File: src/rtl/cyc_pkg.sv
package cyc_pkg;

    localparam int BYTE_W       = 8;
    localparam int CODE_W       = 4;
    localparam int PEN_W        = 2;
    localparam int FIXED_CYCLES = 3;

    typedef enum logic [CODE_W-1:0] {
        CLS_OTHER  = 4'd0,
        CLS_ACC    = 4'd1,
        CLS_STORE  = 4'd2,
        CLS_RMW    = 4'd3,
        CLS_BRANCH = 4'd4,
        CLS_TRAP   = 4'd5,
        CLS_IDX    = 4'd6,
        CLS_FIXED  = 4'd7
    } instr_cls_e;

    typedef enum logic [CODE_W-1:0] {
        AM_IMP     = 4'd0,
        AM_IMM     = 4'd1,
        AM_ABS     = 4'd2,
        AM_ABSX    = 4'd3,
        AM_ABSY    = 4'd4,
        AM_DP      = 4'd5,
        AM_DPX     = 4'd6,
        AM_DPY     = 4'd7,
        AM_DPIND   = 4'd8,
        AM_DPINDX  = 4'd9,
        AM_DPINDY  = 4'd10,
        AM_DPLONG  = 4'd11,
        AM_DPLONGY = 4'd12,
        AM_SR      = 4'd13,
        AM_SRINDY  = 4'd14,
        AM_REL     = 4'd15
    } addr_mode_e;

    typedef struct packed {
        logic m;
        logic x;
        logic e;
    } cpu_flags_t;

    typedef struct packed {
        logic [BYTE_W-1:0] base_hi;
        logic [BYTE_W-1:0] ea_hi;
        logic [BYTE_W-1:0] pc_hi;
    } addr_bytes_t;

    typedef struct packed {
        logic [PEN_W-1:0] width;
        logic [PEN_W-1:0] addr;
        logic [PEN_W-1:0] flow;
    } pen_set_t;

    function automatic logic is_dp_mode(input addr_mode_e am);
        return (am >= AM_DP) && (am <= AM_DPLONGY);
    endfunction

    function automatic logic is_idx_read_mode(input addr_mode_e am);
        return (am == AM_ABSX) || (am == AM_ABSY) ||
               (am == AM_DPINDY) || (am == AM_DPLONGY);
    endfunction

    function automatic logic is_read_cls(input instr_cls_e c);
        return (c == CLS_ACC) || (c == CLS_IDX);
    endfunction

    function automatic logic [PEN_W-1:0] bit2pen(input logic b);
        return {{(PEN_W-1){1'b0}}, b};
    endfunction

endpackage

File: src/rtl/cyc_width_pen.sv
module cyc_width_pen
    import cyc_pkg::*;
(
    input  instr_cls_e       cls_i,
    input  cpu_flags_t       flags_i,
    output logic [PEN_W-1:0] pen_o
);
    always_comb begin
        pen_o = '0;
        unique case (cls_i)
            CLS_ACC, CLS_STORE: pen_o = bit2pen(!flags_i.m);
            CLS_RMW:            pen_o = flags_i.m ? PEN_W'(0) : PEN_W'(2);
            CLS_TRAP:           pen_o = bit2pen(!flags_i.e);
            CLS_IDX:            pen_o = bit2pen(!flags_i.x);
            default:            pen_o = '0;
        endcase
    end
endmodule

File: src/rtl/cyc_addr_pen.sv
module cyc_addr_pen
    import cyc_pkg::*;
(
    input  instr_cls_e        cls_i,
    input  addr_mode_e        mode_i,
    input  cpu_flags_t        flags_i,
    input  logic [BYTE_W-1:0] dp_low_i,
    input  addr_bytes_t       bytes_i,
    output logic [PEN_W-1:0]  pen_o
);
    logic dp_unaligned;
    logic page_cross;
    logic dp_part;
    logic idx_part;

    assign dp_unaligned = |dp_low_i;
    assign page_cross   = bytes_i.base_hi != bytes_i.ea_hi;

    always_comb begin
        dp_part  = 1'b0;
        idx_part = 1'b0;
        if (cls_i != CLS_FIXED) begin
            if (is_dp_mode(mode_i))
                dp_part = dp_unaligned;
            if (mode_i == AM_SR || mode_i == AM_SRINDY)
                dp_part = 1'b1;
            if (is_read_cls(cls_i)) begin
                if (is_idx_read_mode(mode_i))
                    idx_part = !flags_i.x || page_cross;
                if (mode_i == AM_SRINDY)
                    idx_part = 1'b1;
            end
        end
        pen_o = bit2pen(dp_part) + bit2pen(idx_part);
    end
endmodule

File: src/rtl/cyc_flow_pen.sv
module cyc_flow_pen
    import cyc_pkg::*;
(
    input  instr_cls_e        cls_i,
    input  addr_mode_e        mode_i,
    input  logic              taken_i,
    input  cpu_flags_t        flags_i,
    input  addr_bytes_t       bytes_i,
    output logic [PEN_W-1:0]  pen_o
);
    logic is_branch;
    logic far_emul;

    assign is_branch = (cls_i == CLS_BRANCH) && (mode_i == AM_REL);
    assign far_emul  = flags_i.e && (bytes_i.ea_hi != bytes_i.pc_hi);

    always_comb begin
        pen_o = '0;
        if (is_branch && taken_i)
            pen_o = bit2pen(1'b1) + bit2pen(far_emul);
    end
endmodule

File: src/rtl/cyc_penalty_calc.sv
module cyc_penalty_calc
    import cyc_pkg::*;
#(
    parameter int CNT_W = 4,
    localparam int OUT_W = CNT_W + 1
) (
    input  logic              clk,
    input  logic              rst,
    input  logic              in_valid,
    input  logic [3:0]        cls,
    input  logic [3:0]        mode,
    input  logic [CNT_W-1:0]  base_cnt,
    input  logic              flag_m,
    input  logic              flag_x,
    input  logic              flag_e,
    input  logic [7:0]        dp_low,
    input  logic [7:0]        base_hi,
    input  logic [7:0]        ea_hi,
    input  logic [7:0]        pc_hi,
    input  logic              br_taken,
    output logic              out_valid,
    output logic [OUT_W-1:0]  out_cycles
);
    instr_cls_e  cls_e;
    addr_mode_e  mode_e;
    cpu_flags_t  flags;
    addr_bytes_t bytes;
    pen_set_t    pens;
    logic [OUT_W-1:0] total;

    assign cls_e  = instr_cls_e'(cls);
    assign mode_e = addr_mode_e'(mode);
    assign flags  = '{m: flag_m, x: flag_x, e: flag_e};
    assign bytes  = '{base_hi: base_hi, ea_hi: ea_hi, pc_hi: pc_hi};

    cyc_width_pen u_width (
        .cls_i   (cls_e),
        .flags_i (flags),
        .pen_o   (pens.width)
    );

    cyc_addr_pen u_addr (
        .cls_i    (cls_e),
        .mode_i   (mode_e),
        .flags_i  (flags),
        .dp_low_i (dp_low),
        .bytes_i  (bytes),
        .pen_o    (pens.addr)
    );

    cyc_flow_pen u_flow (
        .cls_i   (cls_e),
        .mode_i  (mode_e),
        .taken_i (br_taken),
        .flags_i (flags),
        .bytes_i (bytes),
        .pen_o   (pens.flow)
    );

    always_comb begin
        if (cls_e == CLS_FIXED)
            total = OUT_W'(FIXED_CYCLES);
        else
            total = OUT_W'(base_cnt) + OUT_W'(pens.width)
                  + OUT_W'(pens.addr) + OUT_W'(pens.flow);
    end

    always_ff @(posedge clk) begin
        if (rst) begin
            out_valid  <= 1'b0;
            out_cycles <= '0;
        end else begin
            out_valid <= in_valid;
            if (in_valid)
                out_cycles <= total;
        end
    end

    assert_pulse_R1: assert property (@(posedge clk) disable iff (rst)
        in_valid |=> out_valid);
    assert_idle_R1: assert property (@(posedge clk) disable iff (rst)
        !in_valid |=> !out_valid);
    assert_hold_R1: assert property (@(posedge clk) disable iff (rst)
        !in_valid |=> $stable(out_cycles));
    assert_fixed_R11: assert property (@(posedge clk) disable iff (rst)
        (in_valid && cls == 4'd7) |=> out_cycles == OUT_W'(FIXED_CYCLES));
    assert_rmw_narrow_R6: assert property (@(posedge clk) disable iff (rst)
        (in_valid && cls == 4'd3 && flag_m && mode == 4'd2)
        |=> out_cycles == OUT_W'($past(base_cnt)));
    assert_no_shrink_R2: assert property (@(posedge clk) disable iff (rst)
        (in_valid && cls != 4'd7) |=> out_cycles >= OUT_W'($past(base_cnt)));
    assert_store_idx_R5: assert property (@(posedge clk) disable iff (rst)
        (in_valid && cls == 4'd2 && flag_m && mode == 4'd3)
        |=> out_cycles == OUT_W'($past(base_cnt)));
endmodule

File: config.mk
export PLATFORM = sky130hd
export DESIGN_NAME = cyc_penalty_calc
export DESIGN_NICKNAME = d
export VERILOG_FILES = /design/src/rtl/cyc_pkg.sv /design/src/rtl/cyc_width_pen.sv /design/src/rtl/cyc_addr_pen.sv /design/src/rtl/cyc_flow_pen.sv /design/src/rtl/cyc_penalty_calc.sv
export SDC_FILE = /design/constraint.sdc
export NUM_CORES = 1
export LEC_CHECK = 0
export ABC_AREA = 0
export BUFFER_PORTS_ARGS = -buffer_cell sky130_fd_sc_hd__buf_2
export CORE_ASPECT_RATIO = 0.9
export CORE_UTILIZATION = 35
export DETAILED_ROUTE_END_ITERATION = 10
export MAX_ROUTING_LAYER = met4
export PLACE_DENSITY = 0.84
export RECOVER_POWER = 50
export SLEW_MARGIN = 20
export SYNTH_ARGS = -nofsm -noshare
export SYNTH_HDL_FRONTEND = slang
export SYNTH_SLANG_ARGS = --single-unit
export TNS_END_PERCENT = 20
File: constraint.sdc
create_clock -name clk -period 2.8 [get_ports clk]
set_input_delay 0.28 -clock clk [delete_from_list [all_inputs] [get_ports clk]]
set_output_delay 0.28 -clock clk [all_outputs]
set_load 0.05 [all_outputs]
==> out/results.tsv, run 1 <==
stage	metric	value	unit
placement	hpwl	1710	um
global_routing	grt_max_degree	12	
clock_tree	cts-root-buf	clkbuf_4	
clock_tree	clk_latency	240	ps
sta	tightest_slew	592	ps
floorplan	pin_count	57	
global_routing	gr-usage-all-layers	18.4	%
detailed_routing	viasPerCell	4.90	
detailed_routing	vias	887	
floorplan	rows	15	
floorplan	dieArea	2280	um^2
sta	final.period_utilization	94.6	%
sta	max_clock_freq	377	MHz
layout	final_common_cell	buf_2	
clock_tree	cts.path.max_buffers	2	
synth	synth_area_per_cell	7.70	um^2
power_and_ir_drop	peakVddDrop	187	uV
clock_tree	htree_levels	1	
placement	gp_congestion	0.740	
global_routing	antenna_found_initial	0	
clock_tree	cts_inserted_buffers	3	
detailed_routing	wl_met3	152	um
synth	ys_types	28	
synth	yosysWarningCount	0	
global_routing	gr-total-overflow	0	
critical_path	path_class	in2reg	
clock_tree	clkTransAtPathRegs	50	ps
layout	utilization	57.0	%
clock_tree	post-cts-setup-buffers	0	
placement	port_buffers	56	
layout	layout.nets	215	
layout	diodes	0	
floorplan	initial_core_util	37.9	%
detailed_routing	drt_pass1_iterations	4	
layout	stdcell_area	1100	um^2
clock_tree	tritoncts	done	
global_routing	grt_pass1_wl	3080	um
hold_path	worstHoldPathType	in2reg	
detailed_routing	final_antenna_net_count	0	
critical_path	critical_path.startpoint	cls[3]	
detailed_routing	drcViolationCount	0	
layout	drive_above_1_share	40.4	%
detailed_routing	drtIter0Drc	9	
critical_path	start_kind	input port	
critical_path	reg2reg_from	out_cycles[1]	
sta	hold_slack	276	ps
floorplan	core_area	1930	um^2
sta	finalHoldViolCount	0	
power_and_ir_drop	finalPower	0.325	mW
detailed_routing	wl	1910	um
clock_tree	cts_sinks	6	
sta	timing.final.crit_period	2650	ps
detailed_routing	wl_met2	1030	um
sta	maxSlewViolCount	0	
floorplan	fp.dieH	45.4	um
sta	setup_violations	0	
synth	netlist_area	732	um^2
layout	final_cell_mix	50 x buf_2, 11 x xnor2_1, 8 x nand2_1, 8 x inv_1	
power_and_ir_drop	powerDensity	295	nW/um^2
detailed_routing	met1_length	722	um
detailed_routing	wl_per_cell	10.5	um
hold_path	hold_start	rst	
global_routing	grt_pass1_vias	847	
critical_path	crit_fanout	4	
flow_run	maxCapViolCount	0	
placement	dpl_cell_area	1060	um^2
critical_path	r2r_cells	2	
sta	skew	0	ps
synth	yosysSeqAreaShare	16.4	%
critical_path	end_kind	flop	
run_status	outcome	finished clean	
synth	synth-seq-cells	6	
power_and_ir_drop	p_leak	0.514	nW
critical_path	cp.required	2980	ps
sta	relSlewSlack	60.7	%
synth	syn_inst	95	
hold_path	holdPathStages	2	
sta	rsz0062_at_grt	no	
floorplan	fp.dieW	50.2	um
layout	synthToLayoutAreaGrowth	50.4	%
critical_path	cp.arrival	2830	ps
synth	syn_nets	152	
detailed_routing	maxUsedRoutingLayer	met3	
## timing repair
| item | in CTS | in global routing |
|---|---|---|
| endpoints found under the hold margin | 0 | 0 |
| hold buffers | 0 | 0 |
| setup endpoints to repair | 0 | 3 |
| gates resized for setup | 0 | 6 |
## where the power goes
group          internal [mW]  switching [mW]  total, mW
logic                 0.0686          0.0821      0.151
registers             0.0919         0.00301     0.0949
clock network         0.0484          0.0305     0.0790
## cells in the mapped netlist
| library cell | instances | area (um^2) |
|---|---|---|
| nand2_1 | 8 | 30.0 |
| a211oi_1 | 1 | 7.51 |
| a31oi_1 | 1 | 6.26 |
| inv_1 | 8 | 30.0 |
| or4_4 | 1 | 11.3 |
| nand4_1 | 4 | 25.0 |
| dfxtp_1 | 6 | 120 |
| clkbuf_1 | 1 | 3.75 |
| xnor2_1 | 11 | 96.3 |
| nand2b_1 | 4 | 25.0 |
| nor4_1 | 3 | 18.8 |
| ha_1 | 2 | 25.0 |
| xor2_1 | 7 | 61.3 |
| nor3b_1 | 1 | 7.51 |
| a21o_1 | 1 | 7.51 |
| nor2b_1 | 3 | 18.8 |
| o21ai_1 | 1 | 5.00 |
| or3_1 | 1 | 6.26 |
| nand3_1 | 2 | 10.0 |
| a311oi_1 | 2 | 17.5 |
| o2111ai_1 | 3 | 26.3 |
| or2_1 | 1 | 6.26 |
| fa_1 | 4 | 80.1 |
| buf_2 | 1 | 5.00 |
| a21oi_1 | 5 | 25.0 |
| nor2_1 | 7 | 26.3 |
| o21ai_0 | 4 | 20.0 |
| nor3_1 | 2 | 10.0 |
## routing by layer
layer  up-vias  global-route usage, %
met5         -                      -
met3         0                   3.67
met2        49                   38.9
met1       382                   17.6
li1        456                      -
met4         0                   1.71
## flip-flops by register name, summed over array words and instances (netlist names)
register,cells
out_valid,1
out_cycles,5
## per-stage QoR
step	TNS [ps]	setup WS, ps	std cells
after global placement	-60.8	-47.6	178
after CTS	0	133	181
after detailed placement	-307	-120	178
final	0	150	181
after global routing	0	8.03	181
after floorplan	0	105	95
## cells by family after synthesis
family / share of synthesized area (%)
AOI/OAI and AO/OA: 15.7
and+or+nand+nor: 26.7
adders and majority gates: 14.4
DFF: 16.4
buffers and inverters: 5.30
xor gates and xnor gates: 21.5
## final cells by class
type	count	area, um^2
Inverter	8	30.0
Tap cell	25	31.3
Multi-Input combinational cell	79	594
Sequential cell	6	120
Fill cell	178	832
Timing Repair Buffer	60	303
Clock buffer	3	22.5
## path summary, 6_finish.rpt
check,to,slack (ps)
min,out_cycles[3],280
min reg2reg,out_cycles[0],490
max,out_cycles[3],150
max reg2reg,out_cycles[1],2110
## critical path: stages
cell	delay (ps)
buf_2	110
buf_4	120
nand2b_1	190
or4_4	500
nor2_1	140
fa_1	450
ha_1	310
a21o_1	170
a21oi_2	150
xnor2_1	130
nand3_1	130
a21oi_2	140
No activity file was read; power rests on OpenSTA's default activity.
==> run 2: changes to the inputs <==
ABC_AREA = 1   (was 0)
CORE_UTILIZATION = 37   (was 35)
==> run 2 against run 1 <==
Synthesized cell count up 51%. Sequential power down 0.4%. Sequential share of layout area is 0.78 points lower. Area after synthesis is 17% higher. Total power grew 2.1%. Worst setup slack improved by 240 ps. Combinational power barely moved. Non-clock buffer count is 4 lower. Largest cell class unchanged. Largest power group unchanged.
==> out/results.tsv, run 2 <==
stage	metric	value	unit	change
clock_tree	tritoncts	done		unchanged
clock_tree	clkTransAtPathRegs	50	ps	about the same
layout	top_register	out_cycles		unchanged
synth	syn_nets	200		was 152
floorplan	pin_count	57		unchanged
critical_path	cp.required	2990	ps	was 2980 ps
synth	synth_area_per_cell	5.99	um^2	was 7.70 um^2
critical_path	path_delay_family	adder cells		was simple AND/OR/NAND/NOR gates
synth	synth.most_common_cell	nand2_1		was xnor2_1
clock_tree	clk_latency	250	ps	was 240 ps
synth	ys_types	29		was 28
global_routing	grt_max_degree	6		was 12
floorplan	fp.dieH	47.7	um	was 45.4 um
synth	netlist_area	857	um^2	was 732 um^2
clock_tree	post-cts-setup-buffers	0		unchanged
global_routing	antenna_found_initial	0		unchanged
layout	drive_above_1_share	31.2	%	was 40.4%
synth	synth_edf_count	0		unchanged
clock_tree	htree_levels	1		unchanged
detailed_routing	vias	1014		was 887
synth	synthTopCellsByCount	33 x nand2_1, 29 x inv_1, 22 x nor2_1		was 11 x xnor2_1, 8 x inv_1, 8 x nand2_1
sta	finalHoldViolCount	0		unchanged
synth	synth-seq-cells	6		unchanged
detailed_routing	viasPerCell	4.43		was 4.90
detailed_routing	drtIter0Drc	16		was 9
sta	rsz0062_at_grt	no		unchanged
synth	synth_area_leaders	nand2_1 14%, dfxtp_1 14%, inv_1 13%		was dfxtp_1 16%, xnor2_1 13%, fa_1 11%
critical_path	cp_slowest_stage_delay	500	ps	about the same
flow_run	maxCapViolCount	0		unchanged
layout	layout.nets	261		was 215
detailed_routing	wl_per_cell	8.24	um	was 10.5 um
clock_tree	cts_hold_buf	0		unchanged
clock_tree	cts.path.max_buffers	2		unchanged
clock_tree	cts_inserted_buffers	3		unchanged
layout	reg.largest.list	out_cycles (5), out_valid (1)		unchanged
critical_path	crit_chain	buf_2, nor2_2, inv_2, o32ai_1, nor2_1, fa_1, inv_1, fa_1, inv_1, fa_1, nand2_1, o211ai_1, inv_1		was buf_2, buf_4, nand2b_1, or4_4, nor2_1, fa_1, ha_1, a21o_1, a21oi_2, xnor2_1, nand3_1, a21oi_2
floorplan	fp.dieW	52.7	um	was 50.2 um
global_routing	grt_pass1_vias	828		was 847
critical_path	cp.depth	13		was 12
critical_path	cp.arrival	2600	ps	was 2830 ps
placement	hpwl	1740	um	was 1710 um
detailed_routing	drt_pass1_iterations	4		unchanged
critical_path	r2r_cells	2		unchanged
detailed_routing	final_antenna_net_count	0		unchanged
sta	final.period_utilization	86.0	%	was 94.6%
hold_path	worstHoldPathType	in2reg		unchanged
placement	port_buffers	56		unchanged
synth	syn_inst	143		was 95
sta	tns	0	ps	unchanged
sta	tightest_slew	590	ps	was 592 ps
detailed_routing	drcViolationCount	0		unchanged
critical_path	start_kind	input port		unchanged
sta	relSlewSlack	60.8	%	was 60.7%
synth	yosysWarningCount	0		unchanged
global_routing	grt_pass1_wl	3050	um	was 3080 um
global_routing	gr-total-overflow	0		unchanged
power_and_ir_drop	powerDensity	279	nW/um^2	was 295 nW/um^2
layout	final_common_cell	buf_2		unchanged
floorplan	dieArea	2510	um^2	was 2280 um^2
synth	yosysSeqAreaShare	14.0	%	was 16.4%
synth	post-synth-top-area-cell	nand2_1		was dfxtp_1
detailed_routing	wl	1890	um	was 1910 um
placement	placed_cells	226		was 178
sta	max_clock_freq	415	MHz	was 377 MHz
placement	gp_congestion	0.775		was 0.740
layout	fillers	232		was 178
power_and_ir_drop	finalPower	0.331	mW	was 0.325 mW
layout	diodes	0		unchanged
run_status	outcome	finished clean		unchanged
critical_path	critical-path-slowest-cell	fa_1		was or4_4
power_and_ir_drop	p_leak	0.692	nW	was 0.514 nW
synth	synth_top_area_share	14.5	%	was 16.4%
critical_path	crit_fanout	5		was 4
clock_tree	cts-root-buf	clkbuf_4		unchanged
critical_path	end_kind	flop		unchanged
sta	maxSlewViolCount	0		unchanged
layout	final_cell_mix	50 x buf_2, 33 x nand2_1, 29 x inv_1		was 50 x buf_2, 11 x xnor2_1, 8 x nand2_1, 8 x inv_1
sta	timing.final.crit_period	2410	ps	was 2650 ps
layout	largest_register_ffs	5		unchanged
layout	synthToLayoutAreaGrowth	38.4	%	was 50.4%
critical_path	path_class	in2reg		unchanged
floorplan	initial_core_util	39.3	%	was 37.9%
synth	ys_async_sr_fraction	0	%	unchanged
hold_path	holdPathStages	2		unchanged
floorplan	core_area	2180	um^2	was 1930 um^2
sta	skew	0	ps	unchanged
layout	instances_no_fill	229		was 181
sta	setup_violations	0		unchanged
power_and_ir_drop	peakVddDrop	173	uV	was 187 uV
floorplan	rows	16		was 15
clock_tree	cts_sinks	6		unchanged
synth	ys.flop_type	dfxtp_1		unchanged
clock_tree	ctsResizeCount	0		unchanged
critical_path	crit_buf_inv	5		was 2
global_routing	gr-usage-all-layers	17.3	%	was 18.4%
## run 2: worst paths after layout
path                        end          start  slack (ps)
setup / recovery  out_cycles[1]         cls[3]         390
hold / removal        out_valid            rst         260
setup reg to reg  out_cycles[1]  out_cycles[1]        2150
hold reg to reg   out_cycles[4]  out_cycles[4]         460
## run 2: layer usage
metal / global-route usage, % / up-vias / routed length, um
li1: - / 558 / -
met1: 20.0 / 428 / 887
met2: 30.4 / 26 / 886
met3: 3.81 / 2 / 99
met4: 4.74 / 0 / 14
met5: - / - / 0
## run 2: report_power, final
part	switching [mW]	internal [mW]
Sequential	0.00283	0.0916
Clock	0.0342	0.0487
Combinational	0.0884	0.0657
## run 2: cell families (layout without fill, tap and decap cells)
kind of cell / count (synthesis) / after routing / share of synthesized area (%)
xor gates and xnor gates: 10 / 10 / 10.2
adders and majority gates: 7 / 7 / 13.6
DFF: 6 / 6 / 14.0
AOI/OAI and AO/OA: 15 / 15 / 12.0
and+or+nand+nor: 72 / 72 / 35.8
buffers and inverters: 33 / 92 / 14.5
## run 2: through the flow
stage | instance area, um^2 | hold slack, ps | setup WS, ps | utilization, %
6_report | 1190 | 257 | 392 | 54.4
2_1_floorplan | 857 | 349 | 353 | -
4_1_cts | 1190 | 247 | 391 | 54.7
5_1_grt | 1190 | 261 | 273 | 54.4
3_5_place_dp | 1170 | 454 | 139 | 53.7
3_3_place_gp | 1170 | 450 | 194 | 53.7
## run 2: cell type report
| type | instances | area (um^2) | share of cell area, % |
|---|---|---|---|
| Clock buffer | 3 | 22.5 | 1.90 |
| Sequential cell | 6 | 120 | 10.1 |
| Multi-Input combinational cell | 104 | 613 | 51.7 |
| Inverter | 33 | 124 | 10.4 |
| Tap cell | 27 | 33.8 | 2.85 |
| Timing Repair Buffer | 56 | 273 | 23.0 |
